## config.mk

```make
export PLATFORM = sky130hd
export DESIGN_NAME = dwt97_lift_core
export DESIGN_NICKNAME = d
export VERILOG_FILES = /design/src/rtl/dwt97_pkg.sv /design/src/rtl/dwt97_phase.sv /design/src/rtl/dwt97_mac.sv /design/src/rtl/dwt97_scale.sv /design/src/rtl/dwt97_lift_core.sv
export SDC_FILE = /design/constraint.sdc
export NUM_CORES = 2
export LEC_CHECK = 0
export CAP_MARGIN = 10
export CELL_PAD_IN_SITES_DETAIL_PLACEMENT = 2
export CELL_PAD_IN_SITES_GLOBAL_PLACEMENT = 2
export CORE_MARGIN = 10
export CORE_UTILIZATION = 43
export DETAILED_ROUTE_END_ITERATION = 6
export PLACE_DENSITY_LB_ADDON = 0.1
export SLEW_MARGIN = 30
export SYNTH_ARGS = -nofsm -noshare
export SYNTH_HDL_FRONTEND = slang
export SYNTH_HIERARCHICAL = 1
export SYNTH_SLANG_ARGS = --single-unit
```

## constraint.sdc

```tcl
create_clock -name clk -period 18.2 [get_ports clk]
set_clock_uncertainty 0.1 [all_clocks]
set_input_delay 3.64 -clock clk [delete_from_list [all_inputs] [get_ports clk]]
set_output_delay 3.64 -clock clk [all_outputs]
set_load 0.005 [all_outputs]
```

## src/rtl/dwt97_pkg.sv

```systemverilog
package dwt97_pkg;

   localparam int  LIFT_STEPS = 4;
   localparam real LIFT_A     = -1.586134342;
   localparam real LIFT_B     = -0.05298011854;
   localparam real LIFT_C     = 0.8829110762;
   localparam real LIFT_D     = 0.4435068522;
   localparam real LIFT_K     = 1.149604398;

   typedef enum logic [1:0] {
      PH_PRED1 = 2'd0,
      PH_UPD1  = 2'd1,
      PH_PRED2 = 2'd2,
      PH_UPD2  = 2'd3
   } phase_t;

   // Real constant to signed fixed point with 'frac' fractional bits, round to nearest.
   function automatic int q_coef(real v, int frac);
      return $rtoi($floor(v * (2.0 ** frac) + 0.5));
   endfunction

endpackage

```

## src/rtl/dwt97_phase.sv

```systemverilog
module dwt97_phase #(
   parameter int STEPS = 4
) (
   input  logic                     clk,
   input  logic                     rst_n,
   output logic [$clog2(STEPS)-1:0] phase
);
   localparam int SW = $clog2(STEPS);
   localparam logic [SW-1:0] LAST = SW'(STEPS - 1);

   always_ff @(posedge clk or negedge rst_n) begin
      if (!rst_n)              phase <= '0;
      else if (phase == LAST)  phase <= '0;
      else                     phase <= phase + SW'(1);
   end
endmodule

```

## src/rtl/dwt97_mac.sv

```systemverilog
module dwt97_mac #(
   parameter int IW   = 20,
   parameter int CW   = 16,
   parameter int FRAC = 14
) (
   input  logic signed [IW-1:0] centre,
   input  logic signed [IW-1:0] left,
   input  logic signed [IW-1:0] right,
   input  logic signed [CW-1:0] coef,
   output logic signed [IW-1:0] result
);
   localparam int PW = IW + 1 + CW;

   logic signed [IW:0]   pair_sum;
   logic signed [PW-1:0] prod;
   logic signed [PW-1:0] prod_rnd;

   always_comb begin
      pair_sum = (IW+1)'(left) + (IW+1)'(right);
      prod     = PW'(pair_sum) * PW'(coef);
      prod_rnd = prod + (PW'(1) <<< (FRAC - 1));
      result   = IW'(PW'(centre) + (prod_rnd >>> FRAC));
   end
endmodule

```

## src/rtl/dwt97_scale.sv

```systemverilog
module dwt97_scale
   import dwt97_pkg::*;
#(
   parameter int IW         = 20,
   parameter int OW         = 20,
   parameter int CW         = 16,
   parameter int FRAC       = 14,
   parameter bit SWAP_SCALE = 1'b0
) (
   input  logic                 clk,
   input  logic                 rst_n,
   input  logic                 load,
   input  logic signed [IW-1:0] lo_in,
   input  logic signed [IW-1:0] hi_in,
   output logic                 out_valid,
   output logic signed [OW-1:0] lo_out,
   output logic signed [OW-1:0] hi_out
);
   localparam int PW   = IW + CW;
   localparam int KUP  = q_coef(LIFT_K, FRAC);
   localparam int KDN  = q_coef(1.0 / LIFT_K, FRAC);

   logic signed [CW-1:0] k_lo, k_hi;
   logic signed [PW-1:0] lo_p, hi_p;
   logic signed [OW-1:0] lo_n, hi_n;

   generate
      if (SWAP_SCALE) begin : g_swapped
         assign k_lo = CW'(KDN);
         assign k_hi = CW'(KUP);
      end else begin : g_normal
         assign k_lo = CW'(KUP);
         assign k_hi = CW'(KDN);
      end
   endgenerate

   always_comb begin
      lo_p = PW'(lo_in) * PW'(k_lo) + (PW'(1) <<< (FRAC - 1));
      hi_p = PW'(hi_in) * PW'(k_hi) + (PW'(1) <<< (FRAC - 1));
      lo_n = OW'(lo_p >>> FRAC);
      hi_n = OW'(hi_p >>> FRAC);
   end

   always_ff @(posedge clk or negedge rst_n) begin
      if (!rst_n) begin
         out_valid <= 1'b0;
         lo_out    <= '0;
         hi_out    <= '0;
      end else begin
         out_valid <= load;
         if (load) begin
            lo_out <= lo_n;
            hi_out <= hi_n;
         end
      end
   end
endmodule

```

## src/rtl/dwt97_lift_core.sv

```systemverilog
module dwt97_lift_core
   import dwt97_pkg::*;
#(
   parameter int DW         = 16,
   parameter int GUARD      = 4,
   parameter int FRAC       = 14,
   parameter bit SWAP_SCALE = 1'b0
) (
   input  logic                      clk,
   input  logic                      rst_n,
   input  logic                      in_valid,
   input  logic signed [DW-1:0]      in_even,
   input  logic signed [DW-1:0]      in_odd,
   output logic                      out_valid,
   output logic signed [DW+GUARD-1:0] lo_out,
   output logic signed [DW+GUARD-1:0] hi_out
);
   localparam int IW = DW + GUARD;
   localparam int CW = FRAC + 2;
   localparam logic signed [CW-1:0] CA = CW'(q_coef(LIFT_A, FRAC));
   localparam logic signed [CW-1:0] CB = CW'(q_coef(LIFT_B, FRAC));
   localparam logic signed [CW-1:0] CC = CW'(q_coef(LIFT_C, FRAC));
   localparam logic signed [CW-1:0] CD = CW'(q_coef(LIFT_D, FRAC));

   generate
      if (DW < 4)                  begin : g_bad_dw    $error("DW must be at least 4");          end
      if (GUARD < 4)               begin : g_bad_guard $error("GUARD must be at least 4");       end
      if (FRAC < 8 || FRAC > 24)   begin : g_bad_frac  $error("FRAC must lie in 8..24");         end
      if (LIFT_STEPS != 4)         begin : g_bad_steps $error("schedule assumes four steps");    end
   endgenerate

   logic [1:0] ph_cnt;
   phase_t     ph;

   dwt97_phase #(.STEPS(LIFT_STEPS)) i_phase (
      .clk(clk), .rst_n(rst_n), .phase(ph_cnt)
   );
   assign ph = phase_t'(ph_cnt);

   logic signed [IW-1:0] ext_even, ext_odd;
   logic signed [IW-1:0] e_cur, o_cur, e_prev, o_prev;
   logic signed [IW-1:0] p1_r, u1_r, p2_r, p1_old, u1_old, p2_old;
   logic signed [IW-1:0] op_c, op_l, op_r, mac_res;
   logic signed [CW-1:0] op_k;
   logic                 run;

   assign ext_even = IW'(in_even);
   assign ext_odd  = IW'(in_odd);

   // Operand routing for the shared element, one lifting step per phase.
   always_comb begin
      case (ph)
         PH_PRED1: begin op_c = o_prev; op_l = e_prev; op_r = ext_even; op_k = CA; end
         PH_UPD1:  begin op_c = e_prev; op_l = p1_old; op_r = p1_r;     op_k = CB; end
         PH_PRED2: begin op_c = p1_old; op_l = u1_old; op_r = u1_r;     op_k = CC; end
         PH_UPD2:  begin op_c = u1_old; op_l = p2_old; op_r = p2_r;     op_k = CD; end
         default:  begin op_c = '0;     op_l = '0;     op_r = '0;       op_k = '0; end
      endcase
   end

   dwt97_mac #(.IW(IW), .CW(CW), .FRAC(FRAC)) i_mac (
      .centre(op_c), .left(op_l), .right(op_r), .coef(op_k), .result(mac_res)
   );

   always_ff @(posedge clk or negedge rst_n) begin
      if (!rst_n) begin
         run    <= 1'b0;
         e_cur  <= '0;  o_cur  <= '0;
         e_prev <= '0;  o_prev <= '0;
         p1_r   <= '0;  u1_r   <= '0;  p2_r   <= '0;
         p1_old <= '0;  u1_old <= '0;  p2_old <= '0;
      end else begin
         case (ph)
            PH_PRED1: begin
               run <= in_valid;
               if (in_valid) begin
                  p1_r  <= mac_res;
                  e_cur <= ext_even;
                  o_cur <= ext_odd;
               end
            end
            PH_UPD1:  if (run) u1_r <= mac_res;
            PH_PRED2: if (run) p2_r <= mac_res;
            PH_UPD2:  if (run) begin
               e_prev <= e_cur;
               o_prev <= o_cur;
               p1_old <= p1_r;
               u1_old <= u1_r;
               p2_old <= p2_r;
            end
            default: ;
         endcase
      end
   end

   dwt97_scale #(
      .IW(IW), .OW(IW), .CW(CW), .FRAC(FRAC), .SWAP_SCALE(SWAP_SCALE)
   ) i_scale (
      .clk(clk), .rst_n(rst_n),
      .load((ph == PH_UPD2) && run),
      .lo_in(mac_res), .hi_in(p2_r),
      .out_valid(out_valid), .lo_out(lo_out), .hi_out(hi_out)
   );
endmodule

```

==> run summary <==
Max-slew violations = 0
DRT met1 WL = 49400 um
Uppermost layer routed = met4
Syn Area/Cell = 9.79 um^2
H-tree Lvls = 1
DRT iter0 DRCs = 1430
Synth Flop Type = dfrtp_1
Largest stage delay on the critical path = 610 ps
Clock slew at reported path FFs = 50 ps
Cell row count = 104
Most common cell in the netlist = inv_1
ANT cells = 0
Synth top cells by count = inv_1, fa_1, ha_1
Post-synth EDFFs = 0
Initial antenna violation count = 2
Num ports = 76
Clock tree from TritonCTS = done
Routed Antenna Nets = 0
Period utilisation layout = 99.8%
Mapped Area = 0.0348 mm^2
Worst setup SP type = primary input
Routability cong. = 0.839
Hold WC Path Type = flip-flop to flip-flop
CP Class = primary input to flip-flop
Library cells used by synthesis = 100
FFs w/ async S/R, synth = 100%
Met2 WL = 70900 um
CP Max Fanout = 12
Die Span X = 304 um
Global-route wire length before repair = 191000 um
Finished Cell Area = 0.0408 mm^2
Avg Vias per Cell = 5.50
Failing checks = design-rule violations
Ys Warns = 6
Grt total ovfl = 0
CP endpoint kind = flip-flop
Setup-failing EPs final = 0
Post-Syn Instances = 3549
Nets@finish = 4812
Fmax = 55.0 MHz
Core ar. = 0.0803 mm^2
Crit path DAT = 18530 ps
Hold_sp = i_scale/lo_out[0]$_DFFE_PN0P_
Clock insertion delay at the later pin of the skew report = 610 ps
Post-Route WL = 130000 um
Cell taking the most area after synthesis = fa_1
Post-synth top area share = 29.1%
DR WL met3 = 4630 um
Root buffer cell = clkbuf_16
Crit path time final = 18170 ps
Hold-fix buffers, CTS = 0
Initial core utilization = 43.3%
Reg-to-Reg Start = i_phase/phase[0]$_DFF_PN0_
Area of the die = 0.0926 mm^2
Crit-path slowest cell = fa_1
Seq/Total Area, Yosys = 16.4%
Drt drc = 7
GRT Total Usage = 25.9%
Outcome = finished with violations
Vias in the first global route = 32.7k
CTS buffer count = 29
Total number of vias = 27.3k
Placed cell area = 0.0387 mm^2
Worst Path Required = 18560 ps
Worst relative slew slack = 34.5%
Synth-to-Final Area Change = 17.3%
Maxcap violations = 0
Drt pass-1 iters = 7
PortBufs = 75
Setup TNS = 0 ps
Final hold vios = 0
Share of cells above drive strength 1 = 19.1%
Top post-synthesis cells by area = fa_1, dfrtp_1, ha_1, inv_1, mux2_2
FF+latch count, synth = 228
DP HPWL = 95600 um
Largest net degree at the start of global routing = 93
Cell repeated most along the worst path = fa_1
Worst Setup SP = in_even[15]
Slew @ Worst Pin = 983 ps
Wire per inst = 26.3 um
Clk sinks = 228
CTS max path bufs = 3
Chip Height = 304 um
[cells in the final DEF (no fill, tap or decap), drive strengths merged, types with 25 or more instances in the layout]
cell and n:
nand2 242, clkbuf 39, mux2i 48, a222oi 45, nor2b 27, a21o 52
xnor2 113, inv 832, o21ai 88, nor3 25, ha 382, nor2 89
nand3 56, clkdlybuf4s50 67, dfrtp 228, a21oi 123, and2 139, fa 506
buf 352, xor2 53, mux2 177
[path summary, 6_finish.rpt]
check                                                 end  slack [ps]  depth (start not counted)
hold / removal              i_scale/lo_out[0]$_DFFE_PN0P_         400                          1
max in group asynchronous           o_prev[7]$_DFFE_PN0P_       13780                          2
setup / recovery           i_scale/lo_out[19]$_DFFE_PN0P_          30                         53
hold reg to reg             i_scale/lo_out[0]$_DFFE_PN0P_         400                          1
min in group asynchronous   i_scale/hi_out[1]$_DFFE_PN0P_        2970                          1
setup reg to reg           i_scale/lo_out[19]$_DFFE_PN0P_        1440                         56
[per-stage QoR]
| step | setup WS [ps] | cells | hold slack (ps) | util (%) |
|---|---|---|---|---|
| after CTS | 11.2 | 4943 | 415 | 49.9 |
| final | 32.1 | 4966 | 399 | 50.8 |
| after global placement | -545 | 4878 | 374 | 48.3 |
| after floorplan | 141 | 3556 | 372 | - |
| after global routing | -296 | 4966 | 427 | 50.8 |
| after detailed placement | -1290 | 4878 | 376 | 48.3 |
[critical path: cells and delay by family]
kind	cells	cell delay, ps
fa+ha+maj	15	6750
compound gates	12	2890
simple gates	10	2150
buf+inv	12	1950
xor+xnor	4	1130
[state kept, by name, indices dropped and copies added (netlist names), 20 cells and up]
name / flops
i_scale/hi_out: 20
i_scale/lo_out: 20
p1_old: 20
p1_r: 20
p2_old: 20
p2_r: 20
u1_old: 20
u1_r: 20
[per-layer routing]
layer	up-vias	track usage (%)
met5	-	0
met1	14500	29.9
met4	0	8.32
li1	11900	-
met2	687	49.1
met3	278	2.81
[timing repair]
item	4_1_cts	5_1_grt
endpoints found under the hold margin	0	0
gates resized for setup	63	101
buffers inserted	17	22
setup endpoints to repair	16	18
gates cloned	0	1
pin swaps	41	90
[kinds of logic after synthesis]
family / synth area share, %
buffers and inverters: 10.7
adders and majority gates: 42.9
and+or+nand+nor: 9.56
AOI/OAI and AO/OA: 8.47
DFF: 16.4
muxes: 7.55
xor gates and xnor gates: 4.36
other: 0.0216
[area by class of cell]
class                      count  area [um^2]
sequential                   228         5710
multi-input combinational   2372        26100
clock buffer                  38          790
clock inverter                10         97.6
fill                        8286        39500
inverter                     831         3120
timing repair buffer         427         3590
tap                         1060         1330
Power is left out: the tool's default activity adds up to more than one toggle a clock period on the data nets, which glitch-free logic cannot reach.
